**config.mk**
```make
export PLATFORM = sky130hd
export DESIGN_NAME = prescaled_frc
export DESIGN_NICKNAME = d
export VERILOG_FILES = /design/src/rtl/frc_pkg.sv /design/src/rtl/frc_prescale.sv /design/src/rtl/frc_count.sv /design/src/rtl/frc_rdview.sv /design/src/rtl/prescaled_frc.sv
export SDC_FILE = /design/constraint.sdc
export NUM_CORES = 1
export LEC_CHECK = 0
export BUFFER_PORTS_ARGS = -buffer_cell sky130_fd_sc_hd__clkbuf_2
export CAP_MARGIN = 40
export CORE_MARGIN = 2
export CORE_UTILIZATION = 40
export CTS_CLUSTER_DIAMETER = 80
export DETAILED_ROUTE_END_ITERATION = 8
export SLEW_MARGIN = 0
export SYNTH_ARGS = -nofsm -noshare
export SYNTH_HDL_FRONTEND = slang
export SYNTH_SLANG_ARGS = --single-unit
```
**constraint.sdc**
```tcl
create_clock -name clk -period 2.8 [get_ports clk]
set_clock_uncertainty 0.2 [all_clocks]
set_input_delay 0.28 -clock clk [delete_from_list [all_inputs] [get_ports clk]]
set_output_delay 0.28 -clock clk [all_outputs]
set_load 0.01 [all_outputs]
```
**src/rtl/frc_pkg.sv**
```systemverilog
package frc_pkg;
  localparam int unsigned FRC_CNT_W  = 16;
  localparam int unsigned FRC_BYTE_W = 8;
  localparam int unsigned FRC_PRE_W  = 2;

  typedef enum logic [1:0] {
    ACC_NONE = 2'd0,
    ACC_HI   = 2'd1,
    ACC_LO   = 2'd2
  } acc_kind_e;
endpackage

```
**src/rtl/frc_prescale.sv**
```systemverilog
module frc_prescale #(
  parameter int unsigned PRE_W = 2
) (
  input  logic clk,
  input  logic rst,
  input  logic en,
  output logic tick
);
  localparam logic [PRE_W-1:0] TERM = {PRE_W{1'b1}};

  logic [PRE_W-1:0] pre_q;

  always_ff @(posedge clk) begin
    if (rst) begin
      pre_q <= '0;
    end else if (en) begin
      pre_q <= pre_q + 1'b1;
    end
  end

  assign tick = en && (pre_q == TERM);
endmodule

```
**src/rtl/frc_count.sv**
```systemverilog
module frc_count #(
  parameter int unsigned CNT_W     = 16,
  parameter logic [CNT_W-1:0] INIT_VAL = 16'hFFFC
) (
  input  logic             clk,
  input  logic             rst,
  input  logic             tick,
  input  logic             ovf_clr,
  output logic [CNT_W-1:0] count,
  output logic             ovf_flag
);
  localparam logic [CNT_W-1:0] TOP = {CNT_W{1'b1}};

  logic wrap;
  assign wrap = tick && (count == TOP);

  always_ff @(posedge clk) begin
    if (rst) begin
      count <= INIT_VAL;
    end else if (tick) begin
      count <= count + 1'b1;
    end
  end

  always_ff @(posedge clk) begin
    if (rst) begin
      ovf_flag <= 1'b0;
    end else if (wrap) begin
      ovf_flag <= 1'b1;
    end else if (ovf_clr) begin
      ovf_flag <= 1'b0;
    end
  end
endmodule

```
**src/rtl/frc_rdview.sv**
```systemverilog
module frc_rdview
  import frc_pkg::*;
#(
  parameter int unsigned CNT_W  = 16,
  parameter int unsigned BYTE_W = 8
) (
  input  logic              clk,
  input  logic              rst,
  input  logic              rd_hi,
  input  logic              rd_lo,
  input  logic [CNT_W-1:0]  count,
  output logic [BYTE_W-1:0] rd_data
);
  logic [BYTE_W-1:0] hi_b, lo_b, snap_q;
  logic              held_q;
  acc_kind_e         acc;

  assign hi_b = count[CNT_W-1 -: BYTE_W];
  assign lo_b = count[BYTE_W-1:0];

  always_comb begin
    if (rd_hi)      acc = ACC_HI;
    else if (rd_lo) acc = ACC_LO;
    else            acc = ACC_NONE;
  end

  always_ff @(posedge clk) begin
    if (rst) begin
      rd_data <= '0;
      snap_q  <= '0;
      held_q  <= 1'b0;
    end else begin
      case (acc)
        ACC_HI: begin
          rd_data <= hi_b;
          if (!held_q) begin
            snap_q <= lo_b;
            held_q <= 1'b1;
          end
        end
        ACC_LO: begin
          rd_data <= held_q ? snap_q : lo_b;
          held_q  <= 1'b0;
        end
        default: ;
      endcase
    end
  end
endmodule

```
**src/rtl/prescaled_frc.sv**
```systemverilog
module prescaled_frc
  import frc_pkg::*;
#(
  parameter int unsigned CNT_W  = FRC_CNT_W,
  parameter int unsigned BYTE_W = FRC_BYTE_W,
  parameter int unsigned PRE_W  = FRC_PRE_W,
  parameter logic [CNT_W-1:0] INIT_VAL = 16'hFFFC
) (
  input  logic              clk,
  input  logic              rst,
  input  logic              start_en,
  input  logic              rd_hi,
  input  logic              rd_lo,
  input  logic              ovf_clr,
  output logic [BYTE_W-1:0] rd_data,
  output logic              ovf_flag,
  output logic [CNT_W-1:0]  count
);
  logic tick;

  frc_prescale #(.PRE_W(PRE_W)) u_pre (
    .clk (clk),
    .rst (rst),
    .en  (start_en),
    .tick(tick)
  );

  frc_count #(.CNT_W(CNT_W), .INIT_VAL(INIT_VAL)) u_cnt (
    .clk     (clk),
    .rst     (rst),
    .tick    (tick),
    .ovf_clr (ovf_clr),
    .count   (count),
    .ovf_flag(ovf_flag)
  );

  frc_rdview #(.CNT_W(CNT_W), .BYTE_W(BYTE_W)) u_rd (
    .clk    (clk),
    .rst    (rst),
    .rd_hi  (rd_hi),
    .rd_lo  (rd_lo),
    .count  (count),
    .rd_data(rd_data)
  );
endmodule

```
# --- After elaboration in Yosys (flattened, before gate mapping) ---
# Index checks and enable logic that the tools add are counted.
# W data, S select, Z words.
classes:
  add_sub_neg: 2
  n_mul: 0
  n_div: 0
  magnitude_cmp: 0
  n_eq_ne: 4
  shift: 0
  n_mux: 7
  n_bitwise: 0
  n_reduce_logical: 4
ops:
  columns: ["cell", "n"]
  rows:
  - ["$add A16 B1 Y16 const B", 1]
  - ["$eq A16 B16 Y1 const B", 1]
  - ["$pmux W8 S2", 1]
  - ["$mux W8", 1]
  - ["$eq A2 B2 Y1 const B", 2]
  - ["$mux W2", 2]
  - ["$reduce_bool A2 Y1", 2]
  - ["$add A2 B1 Y2 const B", 1]
  - ["$eq A2 B1 Y1 const B", 1]
  - ["$logic_and A1 B1 Y1", 2]
  - ["$mux W1", 2]
  - ["$pmux W1 S2", 1]
totals:
  ff_bits: 36
  latch_bits: 0
  ramBits: 0
  mem_bits_ro: 0
  in_bits: 6
  output_inout_bits: 25
  n_memories: 0

# --- Logic depth before layout (Yosys ltp) ---
# Gate-level depths: netlist (run 1).
depth:
  ltp_word: 4
  mapped_depth: 6
  depth_no_buf: 5

# --- Cells and area by module ---
# Synthesis (run 1) repeated with hierarchy kept, for this count alone.
unflattened:
  hier_cells: 175
  area_unflattened_um2: 1700.4
by_module_without_submodules:
  columns: ["module", "instances", "cells_per_inst", "area_per_inst_um2"]
  rows:
  - ["frc_count", 1, 82, 844.6]
  - ["frc_rdview", 1, 85, 769.5]
  - ["frc_prescale", 1, 8, 86.3]

# --- Worst setup path before layout (run 1) ---
# Ideal clock, no wire load.
synth_path:
  path_kind: "register -> register"
  from: "register u_pre.pre_q[0]"
  to: "register u_cnt.count[15]"
  t_arrival_ns: 1.666
  required_time_ns: 2.537
  setup_slack_ns: 0.872
  path_stages_with_launch: 6
  n_path_buf: 0
  period_less_slack_ns: 1.928
  path_cell_list: "dfxtp_1 > ha_1 > nand4_2 > or3_4 > or4_1 > nand3_1"
synth_between:
  elab_chain_len: 2
synth_rtl:
  columns: ["element", "line_no", "text"]
  rows:
  - ["start, declared", "frc_prescale.sv:11", "logic [PRE_W-1:0] pre_q;"]
  - ["start signal, assigned", "frc_prescale.sv:17", "pre_q <= pre_q + 1'b1;"]
  - ["$eq A2 B2 Y1", "frc_prescale.sv:21", "assign tick = en && (pre_q == TERM);"]
  - ["$logic_and A1 B1 Y1", "frc_prescale.sv:21", null]
  - ["end signal, assigned", "frc_count.sv:21", "count <= count + 1'b1;"]
  - ["end, declared", "frc_count.sv:9", "output logic [CNT_W-1:0] count,"]
# Every way passes these cells.
# A chain may end at the register's enable or synchronous reset.

# --- Worst setup path after layout (run 1) ---
# Same ends and word-level chain as after synthesis.

==> flow_metrics.py, run 1 <==
metrics = {
    "cts": {
        "cts_tree": "built",
        "cts_sinks": 36,
        "clk_pin_slew_ns": 0.07,
        "postCtsHoldBufs": 0,
        "insertion_delay_ns": 0.29,
        "cts_inserted_buffers": 5,
        "root_buffer": "clkbuf_8",
        "cts_max_level": 2,
        "ctsResizeCount": 0,
        "cts_max_path_buffers": 2,
        "cts_setup_buffers": 0,
    },
    "floorplanning": {
        "pin_count": 31,
        "start_util_pct": 40.7,
        "row_count": 23,
        "die_w_um": 67.4,
        "die_area_sq_mm": 0.00454,
        "fp.dieH_um": 67.4,
        "core_area_sq_mm": 0.00394,
    },
    "sta": {
        "fin_crit_sh_pct": 72.7,
        "slew_headroom_pct": 62.9,
        "fin_setup_tns_ns": 0,
        "fmax_mhz": 491,
        "setup_violations": 0,
        "tightestPinTransition_ns": 0.555,
        "rsz0062_at_grt": "no",
        "finalHoldViolCount": 0,
        "fin_crit_ns": 2.04,
        "report.final.slew_viol_count": 0,
    },
    "global_routing": {
        "antenna_found_initial": 0,
        "grt_pass1_wl_um": 5820,
        "grt_overflow": 0,
        "grt_max_degree": 27,
        "grt_pass1_vias": 1203,
        "grt_usage_pct": 17.5,
    },
    "worst_setup_path": {
        "crit_start": "u_pre.pre_q[0]",
        "cp_data_required_time_ns": 2.83,
        "cp_slowest_cell": "or4_1",
        "end_kind": "flip-flop",
        "cp-start-kind": "flip-flop",
        "cp_cell_sequence": "ha_1, nand4_2, or3_4, or4_1, nand3_1",
        "worstPathArrival_ns": 2.06,
        "crit_path_max_incr_delay_ns": 0.47,
        "crit_type": "reg2reg",
        "r2r_slack_ns": 0.76,
        "critPathMaxFanout": 6,
        "r2r-end": "u_cnt.count[15]",
        "reg2reg_from": "u_pre.pre_q[0]",
        "r2r_cells": 5,
    },
    "synthesis": {
        "async_flop_share_pct": 0,
        "avgSynthCellArea_sq_um": 8.45,
        "ys_seq_elements": 36,
        "synth_top_area_share_pct": 44.9,
        "synthesis.area_sq_mm": 0.00161,
        "yosysWarnings": 0,
        "synthCells": 190,
        "yosys.area.top_type": "dfxtp_1",
        "syn_nets": 198,
        "ys.flop_type": "dfxtp_1",
        "synth.distinct_cells": 35,
        "synth_area_leaders": "dfxtp_1 (45%), nand2_1 (6.8%), mux2i_1 (6.2%), a21oi_1 (5.6%), nor2_1 (4.9%)",
        "seq_area_frac_synth_pct": 44.9,
        "synth_edf_count": 0,
    },
    "detailed_routing": {
        "drt-pass1-iter-count": 4,
        "drt_iter0_markers": 60,
        "avgViaCountPerCell": 5.12,
        "drc_errors": 0,
        "via_count": 1351,
        "wl_um": 3460,
        "routedWlPerCell_um": 13.1,
        "antenna_left": 0,
    },
    "final_layout": {
        "utilization_pct": 47.8,
        "multi_input_area_sq_um": 815,
        "ff_latch_area_sq_um": 721,
        "stdcell_count": 264,
        "final_common_cell": "dfxtp_1",
        "final_cell_mix": "dfxtp_1 (36), clkbuf_2 (30), nand2_1 (29), nor2_1 (21), a21oi_1 (18)",
        "n_antenna_cell": 0,
        "final_layout_size_suffix_gt1_share_pct": 19.2,
        "nets": 221,
        "syn2layout_area_growth_pct": 17.5,
        "fillers": 408,
    },
    "hold_path": {
        "min_to": "u_cnt.ovf_flag",
        "hp-start": "ovf_clr",
        "hp-class": "in2reg",
        "whs_path_depth": 3,
    },
    "place": {
        "io_buffers": 30,
        "dp_hpwl_um": 2520,
        "gp_congestion": 0.777,
        "dp.cells": 256,
    },
    "pwr": {
        "leakagePower_nw": 0.803,
        "peakVddDrop_uv": 218,
        "power_density_mw_per_mm2": 598,
    },
    "flow_run": {
        "cap_violations": 0,
    },
    "outcome": {
        "status": "complete, no violations",
    },
}
==> power breakdown <==
part / leakage, nW / switching [mW] / internal [mW] / total, mW
combinational: 0.443 / 0.0470 / 0.0328 / 0.0798
clock: 0.0645 / 0.188 / 0.314 / 0.503
sequential: 0.295 / 0.0139 / 0.531 / 0.545
total: 0.803 / 0.249 / 0.878 / 1.13
==> logic make-up after synthesis <==
| logic type | synth area share, % |
|---|---|
| AO/OA/AOI/OAI | 12.5 |
| multiplexers | 6.24 |
| flip-flops | 44.9 |
| AND/OR/NAND/NOR | 24.9 |
| adder cells (fa/ha/maj) | 1.56 |
| XOR/XNOR | 5.46 |
| buffers and inverters | 4.36 |
==> final cells by class <==
cell class	count	share of cell area (%)
repair buffers	30	7.96
well taps	50	3.32
multi-input cells	137	43.2
clock buffers	7	5.11
flip-flops and latches	36	38.2
clock inverters	1	1.59
inverters	3	0.597
==> state kept, by name (all words and copies together) (netlist names) <==
signal          flops
u_pre.pre_q         2
u_cnt.count        16
u_rd.rd_data        8
u_cnt.ovf_flag      1
u_rd.snap_q         8
u_rd.held_q         1
==> worst max path at each step <==
stage,to,slack (ns),cells after the start
floorplan,u_cnt.count[15],0.87,5
global placement,u_cnt.count[15],0.81,5
detailed placement,u_cnt.count[15],0.78,5
CTS,u_cnt.count[15],0.77,5
global route,u_cnt.count[14],0.55,5
finish,u_cnt.count[15],0.76,5
==> cell usage after synthesis (2+ instances only) <==
cell type / count
o21ai_1: 2
ha_1: 2
a211oi_1: 8
nand2_1: 29
nor4_1: 3
mux2i_1: 10
nor2_1: 21
and4_1: 3
inv_1: 3
clkbuf_1: 10
nor2b_1: 2
o21ai_0: 2
nand4_1: 5
xor2_1: 7
buf_2: 2
xnor2_1: 3
nand3_1: 6
dfxtp_1: 36
a21oi_1: 18
and3_1: 3
==> through the flow <==
step	hold slack (ns)	worst slack [ns]	instance area [sq um]	total power [mW]
2_1_floorplan	0.236	0.872	1610	0.618
3_3_place_gp	0.242	0.806	1760	0.637
3_5_place_dp	0.248	0.783	1760	0.638
4_1_cts	0.112	0.766	1890	1.14
5_1_grt	0.133	0.545	1890	1.18
6_report	0.118	0.763	1890	1.13
==> routing by layer <==
layer | vias up | global-route usage (%) | wire (um)
met5 | - | 0 | 0
met4 | 0 | 8.16 | 89
met3 | 11 | 5.33 | 159
met2 | 28 | 26.0 | 1520
met1 | 602 | 23.2 | 1690
li1 | 710 | - | -
==> worst max-delay path: cells and delay by family (launching register included) <==
kind                     cells  cell delay, ns
adder cells (fa/ha/maj)      1            0.27
flip-flops                   1            0.35
AND/OR/NAND/NOR              4            1.16
Note: power is estimated with default switching activity, not from simulation.
==> inputs of run 2 (changes only) <==
Settings changed: ABC_AREA set to 1.
Clock period 2.8 ns to 1.83 ns, I/O delays scaled along.
==> run 2 against run 1 <==
Against the previous run:
- clock power rose by 37%
- flip-flop and latch count did not move
- hold slack improved by 0.015 ns
- cell count rose by 24%
- critical endpoint is now u_cnt.count[12]
- highest routed layer unchanged
==> flow_metrics.py, run 2 <==
metrics = {
    "final_layout": {
        "largest_register": "u_cnt.count",
        "nets": 285,
        "final_layout_size_suffix_gt1_share_pct": 18.0,
        "largest_registers": "u_cnt.count: 16 flops, u_rd.rd_data: 8 flops, u_rd.snap_q: 8 flops",
        "largest_reg_flops": 16,
        "final_cell_mix": "nand2_1 (50), dfxtp_1 (36), inv_1 (31), clkbuf_2 (30), nor2_1 (27)",
        "syn2layout_area_growth_pct": 20.8,
        "n_antenna_cell": 0,
        "final_common_cell": "nand2_1",
        "final_area_sq_mm": 0.00204,
    },
    "synthesis": {
        "synthCells": 240,
        "synth_edf_count": 0,
        "synthTopCellsByCount": "nand2_1 (50), dfxtp_1 (36), inv_1 (31)",
        "seq_area_frac_synth_pct": 42.7,
        "avgSynthCellArea_sq_um": 7.03,
        "synth_top_area_share_pct": 42.7,
        "ys.flop_type": "dfxtp_1",
        "synth.distinct_cells": 26,
        "yosys.area.top_type": "dfxtp_1",
        "synth.most_common_cell": "nand2_1",
        "syn_nets": 248,
        "synth_area_leaders": "dfxtp_1 (43%), nand2_1 (11%), inv_1 (6.9%), o21ai_0 (6.5%), nand3_1 (6.2%)",
        "yosysWarnings": 0,
        "synthesis.area_sq_mm": 0.00169,
        "async_flop_share_pct": 0,
        "ys_seq_elements": 36,
    },
    "cts": {
        "cts_inserted_buffers": 5,
        "cts_max_path_buffers": 2,
        "cts_tree": "built",
        "cts_sinks": 36,
        "ctsResizeCount": 0,
        "insertion_delay_ns": 0.29,
        "root_buffer": "clkbuf_8",
        "cts_setup_buffers": 0,
        "clk_pin_slew_ns": 0.07,
        "cts_max_level": 2,
    },
    "worst_setup_path": {
        "cp_slowest_cell": "dfxtp_1",
        "end_kind": "flip-flop",
        "cp-start-kind": "flip-flop",
        "critPathMaxFanout": 5,
        "cp_cell_sequence": "ha_1, nand2_1, nor2_1, nand2_4, nor2_4, nand2_1, nand2_1, nand3_1",
        "crit_path_max_incr_delay_ns": 0.40,
        "cp_num_buf_inv": 0,
        "timing.critical_path.mode_cell": "nand2_1",
        "cpLargestDelayFamily": "simple AND/OR/NAND/NOR gates",
        "worstPathArrival_ns": 1.56,
        "cp_data_required_time_ns": 1.79,
        "crit_type": "reg2reg",
    },
    "global_routing": {
        "grt_max_degree": 23,
        "grt_pass1_vias": 1408,
        "grt_pass1_wl_um": 6440,
        "antenna_found_initial": 0,
        "grt_overflow": 0,
        "grt_usage_pct": 18.4,
    },
    "floorplanning": {
        "die_w_um": 68.9,
        "fp.dieH_um": 68.9,
        "die_area_sq_mm": 0.00475,
        "start_util_pct": 41.9,
        "row_count": 23,
        "core_area_sq_mm": 0.00403,
        "pin_count": 31,
    },
    "detailed_routing": {
        "antenna_left": 0,
        "drt-pass1-iter-count": 4,
        "drt_iter0_markers": 165,
        "avgViaCountPerCell": 4.93,
        "via_count": 1616,
        "wl_um": 3860,
        "routedWlPerCell_um": 11.8,
        "drc_errors": 0,
    },
    "place": {
        "io_buffers": 30,
        "post_dp_cell_area_sq_mm": 0.00190,
        "gp_congestion": 0.808,
        "dp_hpwl_um": 2800,
    },
    "sta": {
        "setup_violations": 0,
        "tightestPinTransition_ns": 0.430,
        "finalHoldViolCount": 0,
        "rsz0062_at_grt": "no",
        "fin_setup_tns_ns": 0,
        "report.final.slew_viol_count": 0,
        "fin_crit_sh_pct": 87.5,
        "fin_crit_ns": 1.60,
        "fmax_mhz": 625,
        "slew_headroom_pct": 71.3,
    },
    "flow_run": {
        "cap_violations": 0,
    },
    "pwr": {
        "p_sw_mw": 0.393,
        "leakagePower_nw": 1.09,
        "power_density_mw_per_mm2": 821,
        "p_int_mw": 1.28,
        "pwr-share-seq_pct": 49.8,
        "switching_share_pct": 23.5,
        "power_frac_comb_pct": 9.0,
        "clkPwrFrac_pct": 41.2,
        "peakVddDrop_uv": 517,
    },
    "outcome": {
        "status": "complete, no violations",
    },
    "hold_path": {
        "hp-class": "in2reg",
    },
}
## run 2: cell families after synthesis
kind of cell,Yosys count,synth area share (%)
simple gates,114,30.9
compound gates,45,14.3
buf+inv,41,9.50
flops,36,42.7
xor+xnor,2,1.04
fa+ha+maj,2,1.48
## run 2: metal layers
metal  part of all wire, %  wire [um]  global-route usage [%]  vias to the layer above
met3                   6.0        230                    3.90                        5
met4                   1.5         57                    6.62                        0
met5                     0          0                       0                        -
met1                    48       1850                    25.8                      715
li1                      -          -                       -                      852
met2                    45       1730                    27.6                       44
## run 2: what timing repair did
item                                    CTS  global route
hold endpoints to repair                  3             0
endpoints found under the setup margin    0             0
hold buffers                              3             0
## run 2: worst reg2reg max path: cells and delay by family (launching register included)
kind | cells | cell delay (ns)
fa+ha+maj | 1 | 0.19
flops | 1 | 0.40
simple gates | 7 | 0.68
## run 2: cell type report
type	instances	area (sq um)
Sequential cell	36	721
Timing Repair Buffer	38	218
Fill cell	415	1990
Inverter	33	124
Tap cell	50	62.6
Clock buffer	6	72.6
Multi-Input combinational cell	163	806
Clock inverter	2	35.0
## run 2: power by group through the flow
stage	clock, mW	sequential [mW]	combinational (mW)
6_report	0.690	0.833	0.151
5_1_grt	0.734	0.837	0.176
4_1_cts	0.708	0.833	0.152
3_5_place_dp	0	0.851	0.146
3_3_place_gp	0	0.850	0.146
2_1_floorplan	0	0.855	0.0923
## run 2: final timing paths
check,to,from,slack [ns],cells after the start
setup / recovery,u_cnt.count[12],u_cnt.count[1],0.23,8
hold / removal,u_rd.held_q,rd_lo,0.13,4
setup reg to reg,u_cnt.count[12],u_cnt.count[1],0.23,8
hold reg to reg,u_cnt.ovf_flag,u_cnt.ovf_flag,0.29,2
## run 2: per-stage QoR
stage	power (mW)	setup slack, ns	util (%)	instances	hold slack, ns
final	1.67	0.229	50.6	328	0.133
after detailed placement	0.997	0.237	47.2	317	0.260
after CTS	1.69	0.222	50.6	328	0.139
after floorplan	0.948	0.273	-	240	0.0765
after global routing	1.75	0.123	50.6	328	0.169
after global placement	0.996	0.266	47.2	317	0.248
